[src/rtl/txbuf_pkg.sv]
package txbuf_pkg;
  localparam int SLOT_CNT      = 8;
  localparam int SLOT_BYTES    = 4096;
  localparam int WORD_BYTES    = 8;
  localparam int PHY_HDR_BYTES = 8;
  localparam int FETCH_DEPTH   = 2;
  localparam int SLOT_W  = $clog2(SLOT_CNT);
  localparam int OFF_W   = $clog2(SLOT_BYTES);
  localparam int LANE_W  = $clog2(WORD_BYTES);
  localparam int BADDR_W = SLOT_W + OFF_W;
  localparam int WADDR_W = BADDR_W - LANE_W;
  localparam int CNT_W   = OFF_W + 1;
  localparam int DATA_W  = 8 * WORD_BYTES;
  typedef logic [BADDR_W-1:0] baddr_t;
  typedef logic [WADDR_W-1:0] waddr_t;
  typedef logic [CNT_W-1:0]   cnt_t;
endpackage

[src/rtl/txbuf_ctrl.sv]
module txbuf_ctrl
  import txbuf_pkg::*;
(
  input  logic              clk,
  input  logic              rst_n,
  input  logic              start_i,
  input  logic [SLOT_W-1:0] slot_i,
  input  logic [OFF_W-1:0]  hdr_off_i,
  input  logic [OFF_W-1:0]  pkt_len_i,
  input  logic              last_acc_i,
  output logic              start_acc_o,
  output baddr_t            base_o,
  output cnt_t              total_o,
  output logic              busy_o,
  output logic              err_o,
  output logic              done_o
);
  logic busy_q, err_q, done_q;
  cnt_t need, room;
  logic over;

  assign start_acc_o = start_i && !busy_q;
  assign need    = cnt_t'(PHY_HDR_BYTES) + cnt_t'(pkt_len_i);
  assign room    = cnt_t'(SLOT_BYTES) - cnt_t'(hdr_off_i);
  assign over    = need > room;
  assign total_o = over ? room : need;
  assign base_o  = {slot_i, hdr_off_i};

  always_ff @(posedge clk) begin
    if (!rst_n) begin
      busy_q <= 1'b0;
      err_q  <= 1'b0;
      done_q <= 1'b0;
    end else begin
      done_q <= last_acc_i;
      if (start_acc_o) begin
        busy_q <= 1'b1;
        err_q  <= over;
      end else if (last_acc_i) begin
        busy_q <= 1'b0;
      end
    end
  end

  assign busy_o = busy_q;
  assign err_o  = err_q;
  assign done_o = done_q;


  start_busy_ignored_chk: assert property (@(posedge clk) disable iff (!rst_n)
    busy_q && start_i |=> $stable(err_q));

  done_idle_chk: assert property (@(posedge clk) disable iff (!rst_n)
    done_q |-> !busy_q);
endmodule

[src/rtl/txbuf_fetch.sv]
module txbuf_fetch
  import txbuf_pkg::*;
#(
  parameter int DEPTH = FETCH_DEPTH
) (
  input  logic   clk,
  input  logic   rst_n,
  input  logic   start_acc_i,
  input  baddr_t base_i,
  input  cnt_t   total_i,
  input  logic   pop_i,
  output logic   ram_en_o,
  output waddr_t ram_addr_o,
  output logic   push_o
);
  localparam int CR_W = $clog2(DEPTH + 1);

  waddr_t faddr, flast;
  logic   fetching, push_q, issue;
  logic [CR_W-1:0]   credits;
  logic [SLOT_W-1:0] slot_q;
  logic [BADDR_W:0]  end_byte;

  assign end_byte = {1'b0, base_i} + (BADDR_W+1)'(total_i) - 1'b1;
  assign issue    = fetching && ((credits < CR_W'(DEPTH)) || pop_i);

  always_ff @(posedge clk) begin
    if (!rst_n) begin
      faddr    <= '0;
      flast    <= '0;
      fetching <= 1'b0;
      push_q   <= 1'b0;
      credits  <= '0;
      slot_q   <= '0;
    end else begin
      push_q  <= issue;
      credits <= credits + CR_W'(issue) - CR_W'(pop_i);
      if (start_acc_i) begin
        faddr    <= base_i[BADDR_W-1:LANE_W];
        flast    <= end_byte[BADDR_W-1:LANE_W];
        slot_q   <= base_i[BADDR_W-1 -: SLOT_W];
        fetching <= 1'b1;
      end else if (issue) begin
        faddr <= faddr + 1'b1;
        if (faddr == flast) fetching <= 1'b0;
      end
    end
  end

  assign ram_en_o   = issue;
  assign ram_addr_o = faddr;
  assign push_o     = push_q;


  slot_bound_chk: assert property (@(posedge clk) disable iff (!rst_n)
    ram_en_o |-> ram_addr_o[WADDR_W-1 -: SLOT_W] == slot_q);

  credit_cap_chk: assert property (@(posedge clk) disable iff (!rst_n)
    credits <= CR_W'(DEPTH));
endmodule

[src/rtl/txbuf_word_fifo.sv]
module txbuf_word_fifo #(
  parameter int DEPTH = 2,
  parameter int W     = 64
) (
  input  logic         clk,
  input  logic         rst_n,
  input  logic         push_i,
  input  logic [W-1:0] data_i,
  input  logic         pop_i,
  output logic [W-1:0] head_o,
  output logic         empty_o
);
  localparam int PW = (DEPTH > 1) ? $clog2(DEPTH) : 1;
  localparam int OW = $clog2(DEPTH + 1);

  logic [W-1:0]  mem [DEPTH];
  logic [PW-1:0] wp, rp;
  logic [OW-1:0] occ;

  always_ff @(posedge clk) begin
    if (!rst_n) begin
      wp  <= '0;
      rp  <= '0;
      occ <= '0;
    end else begin
      if (push_i) wp <= (wp == PW'(DEPTH - 1)) ? '0 : wp + 1'b1;
      if (pop_i)  rp <= (rp == PW'(DEPTH - 1)) ? '0 : rp + 1'b1;
      occ <= occ + OW'(push_i) - OW'(pop_i);
    end
  end

  always_ff @(posedge clk) begin
    if (push_i) mem[wp] <= data_i;
  end

  assign head_o  = mem[rp];
  assign empty_o = (occ == '0);


  no_overflow_chk: assert property (@(posedge clk) disable iff (!rst_n)
    push_i |-> occ < OW'(DEPTH));

  no_underflow_chk: assert property (@(posedge clk) disable iff (!rst_n)
    pop_i |-> !empty_o);
endmodule

[src/rtl/txbuf_unpack.sv]
module txbuf_unpack
  import txbuf_pkg::*;
(
  input  logic              clk,
  input  logic              rst_n,
  input  logic              start_acc_i,
  input  logic [LANE_W-1:0] base_lane_i,
  input  cnt_t              total_i,
  input  logic [DATA_W-1:0] head_i,
  input  logic              empty_i,
  input  logic              ready_i,
  output logic [7:0]        byte_o,
  output logic              valid_o,
  output logic              pop_o,
  output logic              last_acc_o
);
  cnt_t              rem;
  logic [LANE_W-1:0] lane;
  logic              acc;

  assign valid_o    = (rem != '0) && !empty_i;
  assign byte_o     = head_i[int'(lane)*8 +: 8];
  assign acc        = valid_o && ready_i;
  assign last_acc_o = acc && (rem == cnt_t'(1));
  assign pop_o      = acc && ((lane == '1) || (rem == cnt_t'(1)));

  always_ff @(posedge clk) begin
    if (!rst_n) begin
      rem  <= '0;
      lane <= '0;
    end else if (start_acc_i) begin
      rem  <= total_i;
      lane <= base_lane_i;
    end else if (acc) begin
      rem  <= rem - 1'b1;
      lane <= lane + 1'b1;
    end
  end


  hold_stable_chk: assert property (@(posedge clk) disable iff (!rst_n)
    valid_o && !ready_i |=> valid_o && $stable(byte_o));
endmodule

[src/rtl/txbuf_byte_reader.sv]
module txbuf_byte_reader
  import txbuf_pkg::*;
(
  input  logic              clk,
  input  logic              rst_n,
  input  logic              start_i,
  input  logic [SLOT_W-1:0] slot_i,
  input  logic [OFF_W-1:0]  hdr_off_i,
  input  logic [OFF_W-1:0]  pkt_len_i,
  output logic              ram_en_o,
  output logic [WADDR_W-1:0] ram_addr_o,
  input  logic [DATA_W-1:0] ram_rdata_i,
  output logic [7:0]        byte_o,
  output logic              byte_valid_o,
  input  logic              byte_ready_i,
  output logic              busy_o,
  output logic              done_o,
  output logic              err_o
);
  logic   start_acc, last_acc, pop, push, empty;
  baddr_t base;
  cnt_t   total;
  logic [DATA_W-1:0] head;

  txbuf_ctrl ctrl_i (
    .clk, .rst_n, .start_i, .slot_i, .hdr_off_i, .pkt_len_i,
    .last_acc_i(last_acc), .start_acc_o(start_acc), .base_o(base),
    .total_o(total), .busy_o, .err_o, .done_o
  );

  txbuf_fetch #(.DEPTH(FETCH_DEPTH)) fetch_i (
    .clk, .rst_n, .start_acc_i(start_acc), .base_i(base), .total_i(total),
    .pop_i(pop), .ram_en_o, .ram_addr_o, .push_o(push)
  );

  txbuf_word_fifo #(.DEPTH(FETCH_DEPTH), .W(DATA_W)) fifo_i (
    .clk, .rst_n, .push_i(push), .data_i(ram_rdata_i), .pop_i(pop),
    .head_o(head), .empty_o(empty)
  );

  txbuf_unpack unpack_i (
    .clk, .rst_n, .start_acc_i(start_acc), .base_lane_i(base[LANE_W-1:0]),
    .total_i(total), .head_i(head), .empty_i(empty), .ready_i(byte_ready_i),
    .byte_o, .valid_o(byte_valid_o), .pop_o(pop), .last_acc_o(last_acc)
  );


  valid_needs_busy_chk: assert property (@(posedge clk) disable iff (!rst_n)
    byte_valid_o |-> busy_o);
endmodule

[config.mk]
export PLATFORM = sky130hd
export DESIGN_NAME = txbuf_byte_reader
export DESIGN_NICKNAME = d
export VERILOG_FILES = /design/src/rtl/txbuf_pkg.sv /design/src/rtl/txbuf_ctrl.sv /design/src/rtl/txbuf_fetch.sv /design/src/rtl/txbuf_word_fifo.sv /design/src/rtl/txbuf_unpack.sv /design/src/rtl/txbuf_byte_reader.sv
export SDC_FILE = /design/constraint.sdc
export NUM_CORES = 1
export LEC_CHECK = 0
export BUFFER_PORTS_ARGS = -buffer_cell sky130_fd_sc_hd__buf_2
export CORE_MARGIN = 2
export CORE_UTILIZATION = 58
export CTS_BUF_LIST = sky130_fd_sc_hd__clkbuf_8
export CTS_CLUSTER_SIZE = 20
export DETAILED_ROUTE_END_ITERATION = 8
export HOLD_SLACK_MARGIN = 0.08
export PLACE_DENSITY = 0.87
export SYNTH_ARGS = -nofsm -noshare
export SYNTH_HDL_FRONTEND = slang
export SYNTH_HIERARCHICAL = 1
export SYNTH_SLANG_ARGS = --single-unit
[constraint.sdc]
create_clock -name clk -period 14.7 [get_ports clk]
set_input_delay 2.94 -clock clk [delete_from_list [all_inputs] [get_ports clk]]
set_output_delay 2.94 -clock clk [all_outputs]
set_load 0.02 [all_outputs]
* Word level (Yosys, flattened, before mapping)
Memory sizes are Yosys's and may differ from the RTL's. A register that Yosys moved wholly into a read port is not among the register bits.
Cells that the tools add are included.
** Storage, ports and cells
- Flip-flop bits (word level) :: 51
- Memory bits (writable) :: 128
- Output and inout port bits :: 25
- Memories :: 1
** Memories
- fifo_i.mem :: depth 2, bits a word 64, rd ports 1, clocked after memory_dff 1, write ports 1, RTL line txbuf_word_fifo.sv:16 : logic [W-1:0] mem [DEPTH];
** Operators by class
- Add/subtract/negate cells :: 13
- Magnitude comparators :: 2
- Eq/ne operators :: 3
- Shifts and indexed selects :: 1
- Mux-type cells :: 18
- Reduce and logical (&&, ||, !) cells :: 17
** Operators with widths (count)
- variable part select 64 x 7 -> 8 bit :: 1
- two-way mux 13 bit :: 3
- two-way mux 12 bit :: 2
- adder 15 x 13 -> 15 bit :: 1
- subtractor 15 x 1 -> 15 bit (second input constant) :: 1
- adder 4 x 12 -> 13 bit (first input constant) :: 1
- equality test 13 x 1 -> 1 bit (second input constant) :: 1
- > comparator 13 bit :: 1
- nonzero test 13 bit :: 1
- subtractor 13 x 1 -> 13 bit (second input constant) :: 1
- subtractor 13 x 12 -> 13 bit (first input constant) :: 1
- adder 12 x 1 -> 12 bit (second input constant) :: 1
- equality test 12 bit :: 1
- two-way mux 1 bit :: 11
- nonzero test 2 bit :: 4
- logical AND 1 bit :: 6
- two-way mux 3 bit :: 2
- adder 2 x 1 -> 2 bit :: 2
- subtractor 2 x 1 -> 2 bit :: 2
- adder 3 x 1 -> 3 bit (second input constant) :: 1
- equality test 3 bit (second input constant) :: 1
- adder 1 bit (second input constant) :: 2
- logical NOT 1 bit :: 2
- logical NOT 2 bit :: 1
- other kinds (3) :: 4

* Depth between registers and ports, before layout
- Depth after elaboration :: 9
- Depth in mapped cells :: 22
- Gate-level depth less buffers :: 20

* Hierarchy
Netlist, hierarchy kept.
** Modules (own cells, without submodules)
- txbuf_word_fifo :: times used 1, cells each 219, area an instance 5139.9 um2, sequential area each 3943.8 um2
- txbuf_fetch :: times used 1, cells each 308, area an instance 2332.2 um2, sequential area each 560.5 um2
- txbuf_unpack :: times used 1, cells each 138, area an instance 1458.9 um2, sequential area each 320.3 um2
- txbuf_ctrl :: times used 1, cells each 136, area an instance 1033.5 um2, sequential area each 60.1 um2

* Least setup slack after synthesis
OpenSTA, ideal clock, no wires.
- Path type :: input port to flip-flop
- Start :: in hdr_off_i[5]
- End :: reg fetch_i.flast[5]
- Data arrival time :: 7.510 ns
- Path slack :: 7.068 ns
- Stages on the path :: 19
- Buffers on the path :: 1
- Path through :: or4_1 > or3_4 > or4b_4 > ha_1 > nand4_1 > nor2_1 > a311oi_1 > a31oi_1 > buf_2 > mux2i_1 > inv_1 > ha_1 > inv_1 > ha_1 > o211ai_1 > a211oi_2 > a21boi_2 > and4_1 > a311o_1
** On the way
- Word-level cells in the longest chain between the ends :: 5
** Ends and longest elaborated chain
- start: declaration :: RTL line txbuf_byte_reader.sv:8 : input logic [OFF_W-1:0] hdr_off_i,
- subtractor 13 x 12 -> 13 bit (*) :: RTL line txbuf_ctrl.sv:24 : assign room = cnt_t'(SLOT_BYTES) - cnt_t'(hdr_off_i);
- > comparator 13 bit :: RTL line txbuf_ctrl.sv:25 : assign over = need > room;
- two-way mux 13 bit (*) :: RTL line txbuf_ctrl.sv:26 : assign total_o = over ? room : need;
- net total[6] :: RTL line txbuf_byte_reader.sv:22 : cnt_t total;
- adder 15 x 13 -> 15 bit (*) :: RTL line txbuf_fetch.sv:24 : assign end_byte = {1'b0, base_i} + (BADDR_W+1)'(total_i) - 1'b1;
- subtractor 15 x 1 -> 15 bit (*) :: RTL line txbuf_fetch.sv:24
- end signal: assignment :: RTL line txbuf_fetch.sv:40 : flast <= end_byte[BADDR_W-1:LANE_W];
- end: declaration :: RTL line txbuf_fetch.sv:18 : waddr_t faddr, flast;
Mark *: on every way through the listed nets, which the timed path passes. The rest lies on a longest branch.
A chain may end at the register's enable or synchronous reset.

* Final worst setup path
- Start :: in hdr_off_i[5]
- End :: reg fetch_i.flast[10]
The elaborated chain is that of the path after synthesis.

==> reports/results.ini <==
[logic_synthesis]
synth_top_area_cell = edfxtp_1
syn_nets = 946
synth_warnings = 6
avgSynthCellArea_sq_um = 12.4
netlist_instances = 801
synth_area_leaders = edfxtp_1 (39%), dfxtp_1 (10%), mux2_4 (9.0%), ha_1 (6.3%), mux4_2 (3.6%)
async_flop_share_pct = 0
syn-cell-area_sq_um = 9960
synth_top_area_share_pct = 38.6
ys_ff_latch = 180
ys_seq_area_share_pct = 49.0
synth_edf_count = 128
synthFlopType = edfxtp_1
yosysUniqueCellTypes = 71

[power_and_ir_drop]
intPower_uw = 815
finalPower_mw = 1.20
p_per_area_nw_per_um2 = 109
peakVddDrop_mv = 0.0989
p_leak_nw = 4.45
clockPowerShare_pct = 30.6
power_switching_uw = 389
seq_power_share_pct = 49.0
swShare_pct = 32.3
power_frac_comb_pct = 20.4

[placement]
port_buffers = 119
gp_congestion = 0.966
placed_area_sq_um = 10600
post-place-cells = 1105
dp_hpwl_microns = 15000

[route]
vias = 6622
drc = 0
vias_per_cell = 5.82
routed_wl_microns = 21300
dr.pass1.iters = 7
wire_per_inst_microns = 18.7
detail-route-antenna-nets = 0
drtIter0Drc = 498

[worst_setup_path]
r2r_setup_slack_ns = 11.40
required_ns = 15.06
crit_end = fetch_i/flast[10]
worstReg2RegEnd = fetch_i/credits[1]
crit_type = in2reg
startpoint_type = input port
crit_fanout = 12
critPathCaptureType = register
crit_arrival_ns = 8.06
r2r_start = unpack_i/lane[1]
crit_start = hdr_off_i[5]
reg2regPathDepth = 12

[floorplanning]
ioPinCount = 120
initial_core_util_pct = 59.7
row_count = 47
die_x_microns = 135
die_area_sq_um = 18200
core_area_sq_um = 16700
fp.dieH_microns = 135

[sta]
hold_violations = 0
worst_clock_skew_ns = 0.0142
finalSetupTns_ns = 0
holdWs_ns = 0.484
maxSlewHeadroom_pct = 21.5
fin_crit_ns = 7.71
timing.fmax_mhz = 130
setup_viol = 0
worstMarginPinSlew_ns = 1.18
report.final.slew_viol_count = 0
post-route-period-util_pct = 52.4
rsz0062_at_grt = false

[finish]
syn_to_final_growth_pct = 10.7
drive_above_1_share_pct = 29.6
layout.nets = 1049
final_cells = 1138
mostFrequentLayoutCells = edfxtp_1 (128), buf_2 (119), inv_1 (81), mux2_4 (60), dfxtp_1 (51)
fin_area_sq_um = 11000
layout_commonest_cell = edfxtp_1

[flow_run]
maxCapViolCount = 0

[worst_hold_path]
worstHoldPathType = reg2reg

[clock_network]
clk_root_buffer_cell = clkbuf_8
clockBufferDepth = 2
cts_resized = 0
holdBufCountCts = 0
cts_tree = yes
clkTransAtPathRegs_ns = 0.10
post_cts.repair.setup_buffers = 0
h-tree-depth = 4
cts_buffers = 17
clkLatencyLatePin_ns = 0.46
cts_sinks = 180

[status]
outcome = completed

[global_route]
gr-total-overflow = 0
grt_pass1_vias = 6588
grt_max_degree = 65
track_usage_pct = 24.0
grt_pass1_wl_microns = 33400
grt_antenna_before_repair = 1

[sequential cells by signal, indices dropped and copies added, names as in the netlist, 2 cells and up, named ones only]
register and cells:
fifo_i/mem 128, fetch_i/flast 12, fetch_i/credits 2, unpack_i/rem 13, unpack_i/lane 3, fetch_i/ram_addr_o 12, fifo_i/occ 2
[cells by family after synthesis]
logic type      Yosys count  synth area share, %
fa+ha+maj                50                 6.28
mux                     107                 15.9
simple gates            165                 9.51
xor+xnor                 51                 4.62
buf+inv                 123                 6.37
flops                   180                 49.0
compound gates          125                 8.26
[routing by layer]
layer	part of all wire [%]	GRT usage (%)	up-vias
met5	0.047	0	-
met1	42	30.1	3194
met3	5.5	5.03	44
li1	-	-	3161
met4	2.0	8.56	2
met2	50	41.2	221
[Yosys cell counts, types with 12 or more instances]
cell	instances
edfxtp_1	128
inv_1	81
xnor2_1	23
nand3_1	12
nand4_1	13
buf_4	16
mux2_2	14
mux2_4	60
mux2i_1	17
mux4_2	16
a21oi_1	29
xor2_1	27
nand2_1	28
o21ai_0	35
nor2_1	30
ha_1	50
dfxtp_1	52
[power by group through the flow]
| stage | sequential (mW) | clock, mW | combinational (mW) |
|---|---|---|---|
| final | 0.590 | 0.368 | 0.245 |
| after global routing | 0.592 | 0.392 | 0.272 |
| after CTS | 0.590 | 0.374 | 0.243 |
| after detailed placement | 0.601 | 0 | 0.240 |
| after global placement | 0.600 | 0 | 0.237 |
| after floorplan | 0.596 | 0 | 0.176 |
[stage by stage]
stage	setup WS [ns]	utilization, %
after floorplan	7.07	-
after global placement	6.75	63.3
after detailed placement	6.61	63.3
after CTS	7.08	66.0
after global routing	6.61	66.0
final	6.99	66.0
[area by class of cell]
class                           count  area, sq um
Tap cell                          220          275
Clock buffer                       17          234
Clock inverter                     15          221
Sequential cell                   180         4890
Antenna cell                        1         2.50
Fill cell                        1210         5670
Inverter                           81          304
Multi-Input combinational cell    498         4460
Timing Repair Buffer              126          648
[worst min path at each step]
stage / startpoint / slack (ns) / depth (start not counted) / end
6_report: fetch_i/flast[11] / 0.48 / 2 / fetch_i/flast[11]
3_3_place_gp: fetch_i/flast[11] / 0.46 / 2 / fetch_i/flast[11]
4_1_cts: fetch_i/flast[11] / 0.49 / 2 / fetch_i/flast[11]
3_5_place_dp: fetch_i/flast[11] / 0.47 / 2 / fetch_i/flast[11]
2_1_floorplan: fetch_i/flast[4] / 0.44 / 2 / fetch_i/flast[4]
5_1_grt: fetch_i/flast[11] / 0.50 / 2 / fetch_i/flast[11]
[worst max-delay path: stages]
cell and delay, ns:
buf_2 0.14, or4_1 0.55, or3_4 0.40, or4b_4 0.53, ha_1 0.30, nand4_1 0.19, nor2_1 0.15, o21ai_0 0.12
a31oi_1 0.19, buf_4 0.25, mux2i_1 0.39, inv_1 0.08, ha_1 0.28, inv_1 0.04, ha_1 0.39, a21oi_1 0.30
nand2_1 0.12, a221oi_1 0.40, o2111ai_1 0.18, o311ai_0 0.12
(Power assumes the default switching activity.)
